## src/rtl/sio_pkg.sv

```systemverilog
`timescale 1ns/1ps
package sio_pkg;

  typedef enum logic [1:0] {SRC_NONE, SRC_FAST, SRC_SLOW, SRC_TMR} clk_src_e;

  // layout of the mode register (address 2)
  typedef struct packed {
    logic [1:0] fmt;
    logic       msb_first;
    logic       master;
  } mode_t;

  function automatic clk_src_e src_of(input logic [2:0] sel);
    case (sel)
      3'd0:                src_of = SRC_NONE;
      3'd4:                src_of = SRC_TMR;
      3'd5, 3'd6, 3'd7:    src_of = SRC_FAST;
      default:             src_of = SRC_SLOW;
    endcase
  endfunction

  // terminal count of the tap prescaler: /4 -> 3, /2 -> 1, /1 -> 0
  function automatic logic [1:0] tap_limit(input logic [2:0] sel);
    case (sel[1:0])
      2'b11:   tap_limit = 2'd3;
      2'b10:   tap_limit = 2'd1;
      default: tap_limit = 2'd0;
    endcase
  endfunction

  function automatic logic idle_level(input logic [1:0] fmt);
    idle_level = fmt[1];
  endfunction

  function automatic logic lead_sample(input logic [1:0] fmt);
    lead_sample = ~fmt[0];
  endfunction

endpackage

```

## src/rtl/sio_clkgen.sv

```systemverilog
`timescale 1ns/1ps
module sio_clkgen
  import sio_pkg::*;
#(
  parameter int SYNC = 2
) (
  input  logic       clk,
  input  logic       rst_n,
  input  logic       run,
  input  logic       restart,
  input  logic       master,
  input  logic [2:0] clksel,
  input  logic       fast_tick,
  input  logic       slow_tick,
  input  logic       tmr_uf,
  input  logic       sclk_in,
  input  logic       ss_open,
  output logic       evt
);
  clk_src_e         src;
  logic [1:0]       pcnt;
  logic             tphase;
  logic [SYNC-1:0]  sync_q;
  logic             sprev;

  assign src = src_of(clksel);

  wire tap_tick = (src == SRC_FAST) ? fast_tick :
                  (src == SRC_SLOW) ? slow_tick : 1'b0;
  wire tap_evt  = run && tap_tick && (pcnt == tap_limit(clksel));
  wire tmr_evt  = run && (src == SRC_TMR) && tmr_uf && tphase;
  wire ext_edge = sync_q[SYNC-1] ^ sprev;
  wire slv_evt  = run && ext_edge && ss_open;

  assign evt = master ? (tap_evt || tmr_evt) : slv_evt;

  always_ff @(posedge clk) begin
    if (!rst_n) begin
      pcnt   <= '0;
      tphase <= 1'b0;
      sync_q <= '0;
      sprev  <= 1'b0;
    end else begin
      sync_q <= {sync_q[SYNC-2:0], sclk_in};
      sprev  <= sync_q[SYNC-1];
      if (restart) begin
        pcnt   <= '0;
        tphase <= 1'b0;
      end else if (run) begin
        if (tap_tick)
          pcnt <= (pcnt == tap_limit(clksel)) ? 2'd0 : pcnt + 2'd1;
        if (src == SRC_TMR && tmr_uf)
          tphase <= ~tphase;
      end
    end
  end
endmodule

```

## src/rtl/sio_shifter.sv

```systemverilog
`timescale 1ns/1ps
module sio_shifter #(
  parameter int DW = 8,
  parameter int NW = 4
) (
  input  logic                clk,
  input  logic                rst_n,
  input  logic                run,
  input  logic                load,
  input  logic                evt,
  input  logic                lead_smp,
  input  logic                msb_first,
  input  logic                sdi,
  input  logic [DW/NW-1:0]    nib_we,
  input  logic [NW-1:0]       nib_wdata,
  output logic [DW-1:0]       data,
  output logic                obit,
  output logic                last_evt
);
  localparam int NIB = DW / NW;
  localparam int CW  = $clog2(2 * DW);

  logic [CW-1:0] ecnt;

  function automatic logic head_bit(input logic [DW-1:0] v, input logic msb);
    head_bit = msb ? v[DW-1] : v[0];
  endfunction

  function automatic logic [DW-1:0] push_bit(input logic [DW-1:0] v, input logic b,
                                             input logic msb);
    push_bit = msb ? {v[DW-2:0], b} : {b, v[DW-1:1]};
  endfunction

  wire sample_now = ecnt[0] ^ lead_smp;
  assign last_evt = evt && (ecnt == CW'(2 * DW - 1));

  always_ff @(posedge clk) begin
    if (!rst_n) begin
      data <= '0;
      obit <= 1'b0;
      ecnt <= '0;
    end else if (load) begin
      ecnt <= '0;
      obit <= head_bit(data, msb_first);
    end else if (run) begin
      if (evt) begin
        ecnt <= ecnt + 1'b1;
        if (sample_now) data <= push_bit(data, sdi, msb_first);
        else            obit <= head_bit(data, msb_first);
      end
    end else begin
      for (int n = 0; n < NIB; n++)
        if (nib_we[n]) data[n*NW +: NW] <= nib_wdata;
    end
  end
endmodule

```

## src/rtl/sio_port.sv

```systemverilog
`timescale 1ns/1ps
module sio_port
  import sio_pkg::*;
#(
  parameter int DW   = 8,
  parameter int NW   = 4,
  parameter int AW   = 3,
  parameter int SYNC = 2
) (
  input  logic          clk,
  input  logic          rst_n,
  input  logic [AW-1:0] bus_addr,
  input  logic          bus_wr,
  input  logic [NW-1:0] bus_wdata,
  output logic [NW-1:0] bus_rdata,
  input  logic          fast_tick,
  input  logic          slow_tick,
  input  logic          tmr_uf,
  input  logic          sclk_in,
  output logic          sclk_out,
  output logic          sclk_oe,
  input  logic          sdi,
  output logic          sdo,
  output logic          sdo_oe,
  input  logic          hs_in,
  output logic          hs_out,
  output logic          hs_oe,
  output logic          port_en
);
  localparam int NIB = DW / NW;
  localparam logic [AW-1:0] A_CLK  = AW'(0);
  localparam logic [AW-1:0] A_CTL  = AW'(1);
  localparam logic [AW-1:0] A_MODE = AW'(2);
  localparam logic [AW-1:0] A_HS   = AW'(3);
  localparam int            A_DAT  = 4;

  logic [2:0]    clksel;
  logic          sif_en, dout_en, run, hs_en, hs_ready, sclk_q;
  mode_t         mode;
  logic [NIB-1:0] nib_we;
  logic [DW-1:0] shift_data;
  logic          shift_evt, last_evt, obit;

  wire wr_ctl   = bus_wr && (bus_addr == A_CTL);
  wire start    = wr_ctl && bus_wdata[0] && bus_wdata[1] && !run;
  wire ss_open  = !(hs_en && !hs_ready) || !hs_in;

  for (genvar n = 0; n < NIB; n++) begin : g_nwe
    assign nib_we[n] = bus_wr && (bus_addr == AW'(A_DAT + n));
  end

  always_ff @(posedge clk) begin
    if (!rst_n) begin
      clksel   <= '0;
      sif_en   <= 1'b0;
      dout_en  <= 1'b0;
      mode     <= '0;
      hs_en    <= 1'b0;
      hs_ready <= 1'b0;
    end else if (bus_wr) begin
      case (bus_addr)
        A_CLK:  clksel <= bus_wdata[2:0];
        A_CTL:  begin sif_en <= bus_wdata[0]; dout_en <= bus_wdata[2]; end
        A_MODE: mode <= mode_t'(bus_wdata);
        A_HS:   begin hs_en <= bus_wdata[0]; hs_ready <= bus_wdata[1]; end
        default: ;
      endcase
    end
  end

  always_ff @(posedge clk) begin
    if (!rst_n)                       run <= 1'b0;
    else if (wr_ctl && !bus_wdata[0]) run <= 1'b0;
    else if (start)                   run <= 1'b1;
    else if (last_evt)                run <= 1'b0;
  end

  always_ff @(posedge clk) begin
    if (!rst_n)                      sclk_q <= 1'b0;
    else if (!run)                   sclk_q <= idle_level(mode.fmt);
    else if (shift_evt && mode.master) sclk_q <= ~sclk_q;
  end

  sio_clkgen #(.SYNC(SYNC)) i_clkgen (
    .clk(clk), .rst_n(rst_n), .run(run), .restart(start), .master(mode.master),
    .clksel(clksel), .fast_tick(fast_tick), .slow_tick(slow_tick), .tmr_uf(tmr_uf),
    .sclk_in(sclk_in), .ss_open(ss_open), .evt(shift_evt)
  );

  sio_shifter #(.DW(DW), .NW(NW)) i_shifter (
    .clk(clk), .rst_n(rst_n), .run(run), .load(start), .evt(shift_evt),
    .lead_smp(lead_sample(mode.fmt)), .msb_first(mode.msb_first), .sdi(sdi),
    .nib_we(nib_we), .nib_wdata(bus_wdata), .data(shift_data), .obit(obit),
    .last_evt(last_evt)
  );

  always_comb begin
    bus_rdata = '0;
    case (bus_addr)
      A_CLK:  bus_rdata = NW'(clksel);
      A_CTL:  bus_rdata = NW'({dout_en, run, sif_en});
      A_MODE: bus_rdata = NW'(mode);
      A_HS:   bus_rdata = NW'({hs_ready, hs_en});
      default: ;
    endcase
    for (int n = 0; n < NIB; n++)
      if (bus_addr == AW'(A_DAT + n)) bus_rdata = shift_data[n*NW +: NW];
  end

  assign sclk_out = sclk_q;
  assign sclk_oe  = sif_en && mode.master;
  assign sdo      = obit;
  assign sdo_oe   = sif_en && dout_en;
  assign hs_oe    = sif_en && hs_en && hs_ready;
  assign hs_out   = sif_en && hs_en && hs_ready && !run;
  assign port_en  = sif_en;
endmodule

```

## config.mk

```make
export PLATFORM = sky130hd
export DESIGN_NAME = sio_port
export DESIGN_NICKNAME = d
export VERILOG_FILES = /design/src/rtl/sio_pkg.sv /design/src/rtl/sio_clkgen.sv /design/src/rtl/sio_shifter.sv /design/src/rtl/sio_port.sv
export SDC_FILE = /design/constraint.sdc
export NUM_CORES = 1
export LEC_CHECK = 0
export CAP_MARGIN = 40
export CORE_MARGIN = 5
export CORE_UTILIZATION = 62
export DETAILED_ROUTE_END_ITERATION = 8
export DONT_BUFFER_PORTS = 1
export GPL_TIMING_DRIVEN = 1
export PLACE_DENSITY = 0.87
export SYNTH_ARGS = -nofsm -noshare
export SYNTH_HDL_FRONTEND = slang
export SYNTH_SLANG_ARGS = --single-unit
export TNS_END_PERCENT = 10
```

## constraint.sdc

```tcl
create_clock -name clk -period 1.8 [get_ports clk]
set_input_delay 0.09 -clock clk [delete_from_list [all_inputs] [get_ports clk]]
set_output_delay 0.09 -clock clk [all_outputs]
set_load 0.01 [all_outputs]
```

==> metrics.cfg <==
[timing]
finalCritPeriodShare_pct = 97.6
tightest_slew_ns = 0.540
rsz0062_at_grt = true
post-route-min-period_ns = 1.76
relSlewSlack_pct = 63.7
hold_viol_final = 0
fin_worst_skew_ns = 0.0102
maxSlewViolCount = 0
setup_viol = 0
max_freq_mhz = 569
setup_tns_ns = 0

[detailed_routing]
met2_length_mm = 2.33
met3_length_um = 524
num_vias = 1612
drt-pass1-iter-count = 4
routed_wl_mm = 4.89
ant_nets = 0
wl_met1_mm = 1.84
drcViolationCount = 0
dr.first_iter.drc_count = 128
top_layer_used = met4
vias_per_cell = 6.72
wl_per_cell_um = 20.4

[floorplan]
ioPinCount = 27
die_x_um = 64
core_um2 = 2780
initial_utilization_pct = 65.0
die_area_um2 = 4100
rows = 19
fp.dieH_um = 64

[finish]
nFillCells = 187
fin_nets = 225
utilization_pct = 71.5
drive_above_1_share_pct = 11.5
area_delta_synth_final_pct = 10.0
seq_area_um2 = 644
insertedDiodeCount = 0
multiInputGateArea_um2 = 1110

[critical_path]
worst-setup-path-type = reg -> reg
setup.worst_path.start_class = register
critPathRequiredTime_ns = 2.07
path_max_fanout = 7
crit_path_end_kind = register
arrival_ns = 2.03

[place]
finalWeightedCongestion = 0.871
port_buffers = 0
dp_hpwl_mm = 3.10

[synth]
synth-simple-area-share_pct = 21.5
synth_fp_nets = 216
synth_edf_count = 0
synth-compound-area-share_pct = 14.4
muxShareOfSynthArea_pct = 22.0
synth.distinct_cells = 41
syn_area_um2 = 1810
synth_seq_area_share_pct = 35.4
synth-xor-area-share_pct = 2.42
synth_adder_area_share_pct = 0.692
synth_cells = 199
ys.flop_type = dfxtp_1
async_flop_share_pct = 0
synth-seq-cells = 32
ys_warn_count = 0
avgSynthCellArea_um2 = 9.09
synth_top_family_by_area = multiplexers

[clocking]
htreeDepth = 2
cts.sinks = 32
postCtsSetupRepairBufs = 0
clock_path_buffers = 2
cts-root-buf = clkbuf_4
cts_tree = built
clk_latency_ns = 0.34
cts.clk_slew.worst_paths_ns = 0.10
cts_buffers = 5

[run]
cap_violations = 0

[global_routing]
grt.total_usage_pct = 24.9
grt_overflow = 0
antenna_found_initial = 0
grt_max_degree = 35
grt_pass1_vias = 1626
grt_pass1_wl_mm = 7.87

[power]
p_leak_nw = 0.706
p_sw_share_pct = 24.9
pwr-share-clk_pct = 33.6
switchingPower_mw = 0.323
p_per_area_nw_per_um2 = 652
power_frac_comb_pct = 9.6
vdd_drop_max_v = 0.000726
intPower_mw = 0.974
power_frac_seq_pct = 56.8

[status]
outcome = completed

[worst_hold_path]
holdCritPathClass = in -> reg

-- final timing paths --
| check | start | end | slack [ns] | cells after the start |
|---|---|---|---|---|
| max | mode[0]$_SDFFE_PN0P_ | i_shifter.ecnt[3]$_SDFFE_PP0P_ | 0.04 | 5 |
| min | bus_wdata[0] | i_shifter.data[0]$_SDFFE_PN0P_ | 0.03 | 2 |
| max reg2reg | mode[0]$_SDFFE_PN0P_ | i_shifter.ecnt[3]$_SDFFE_PP0P_ | 0.04 | 5 |
| min reg2reg | i_clkgen.sync_q[0]$_SDFF_PN0_ | i_clkgen.sync_q[1]$_SDFF_PN0_ | 0.46 | 1 |
-- layout make-up --
type / count / share of cell area [%]
timing repair buffer: 12 / 5.66
tap: 31 / 1.95
sequential: 32 / 32.4
clock buffer: 8 / 2.96
inverter: 7 / 1.32
multi-input combinational: 150 / 55.7
-- cell families (layout without fill, tap and decap cells) --
family,Yosys count,count (layout)
xor+xnor,5,5
simple gates,73,73
flops,32,32
fa+ha+maj,1,1
compound gates,34,34
buf+inv,17,27
mux,37,37
-- repair_timing --
action,in CTS,in global routing
endpoints found under the setup margin,0,12
gates resized for setup,0,4
hold buffers,6,0
hold endpoints to repair,25,0
-- state kept, by name, summed over array words and instances, names as in the netlist --
signal and count:
i_shifter.data 8, i_shifter.ecnt 4, mode 4, clksel 3, i_clkgen.pcnt 2, i_clkgen.sync_q 2, dout_en 1, hs_en 1
hs_ready 1, i_clkgen.sprev 1, i_clkgen.tphase 1, i_shifter.obit 1, port_en 1, run 1, sclk_out 1
-- Yosys cell counts (2+ instances only) --
cell type	number	share of area, %
a21oi_1	6	1.7
nand2b_1	5	1.7
nand2_1	24	5.0
o21ai_0	5	1.4
o211ai_1	9	3.7
a31oi_1	2	0.69
xor2_1	2	0.97
inv_1	7	1.5
mux2i_1	33	18
nor2b_1	13	4.5
or3_1	2	0.69
dfxtp_1	32	35
nor3_1	3	0.83
and2_1	7	2.4
clkbuf_1	8	1.7
o22ai_1	3	1.0
mux4_2	2	2.5
mux2_2	2	1.2
xnor2_1	3	1.5
nor2_1	10	2.1
-- worst max-delay path: stages (launching register included) --
cell and delay (ns):
dfxtp_1 0.43, inv_1 0.09, or3_4 0.41, o211a_4 0.27
or3_1 0.36, a21oi_1 0.15
-- power groups by stage --
| stage | clock network [mW] | logic, mW | registers (mW) |
|---|---|---|---|
| 2_1_floorplan | 0 | 0.0917 | 0.747 |
| 3_3_place_gp | 0 | 0.0874 | 0.750 |
| 3_5_place_dp | 0 | 0.0913 | 0.751 |
| 4_1_cts | 0.443 | 0.116 | 0.735 |
| 5_1_grt | 0.483 | 0.134 | 0.738 |
| 6_report | 0.436 | 0.125 | 0.737 |
-- metrics by stage --
step / instance area (µm²) / setup WS, ns / std cells / power, mW / hold slack [ns]
floorplan: 1810 / 0.155 / 199 / 0.838 / 0.217
global placement: 1850 / 0.124 / 225 / 0.837 / 0.216
detailed placement: 1850 / 0.0477 / 225 / 0.842 / 0.217
CTS: 1960 / 0.0237 / 239 / 1.29 / 0.00123
global route: 1990 / -0.0626 / 240 / 1.36 / 0.00755
finish: 1990 / 0.0437 / 240 / 1.30 / 0.0287
-- layer usage --
layer	vias to the layer above	global-route usage, %
met5	-	0
li1	729	-
met1	764	27.6
met2	89	41.3
met3	30	10.9
met4	0	10.1
-- cells in the final DEF, fill, tap and decap left out, types with 5 or more instances in the layout --
cell,count
o211ai_1,9
mux2i_1,33
nand2b_1,5
a21oi_1,6
nor2b_1,13
dfxtp_1,29
nor2_1,10
clkbuf_4,5
inv_1,7
dlygate4sd3_1,6
o21ai_0,5
buf_4,5
nand2_1,24
and2_1,7
No activity file was read; power rests on OpenSTA's default activity.
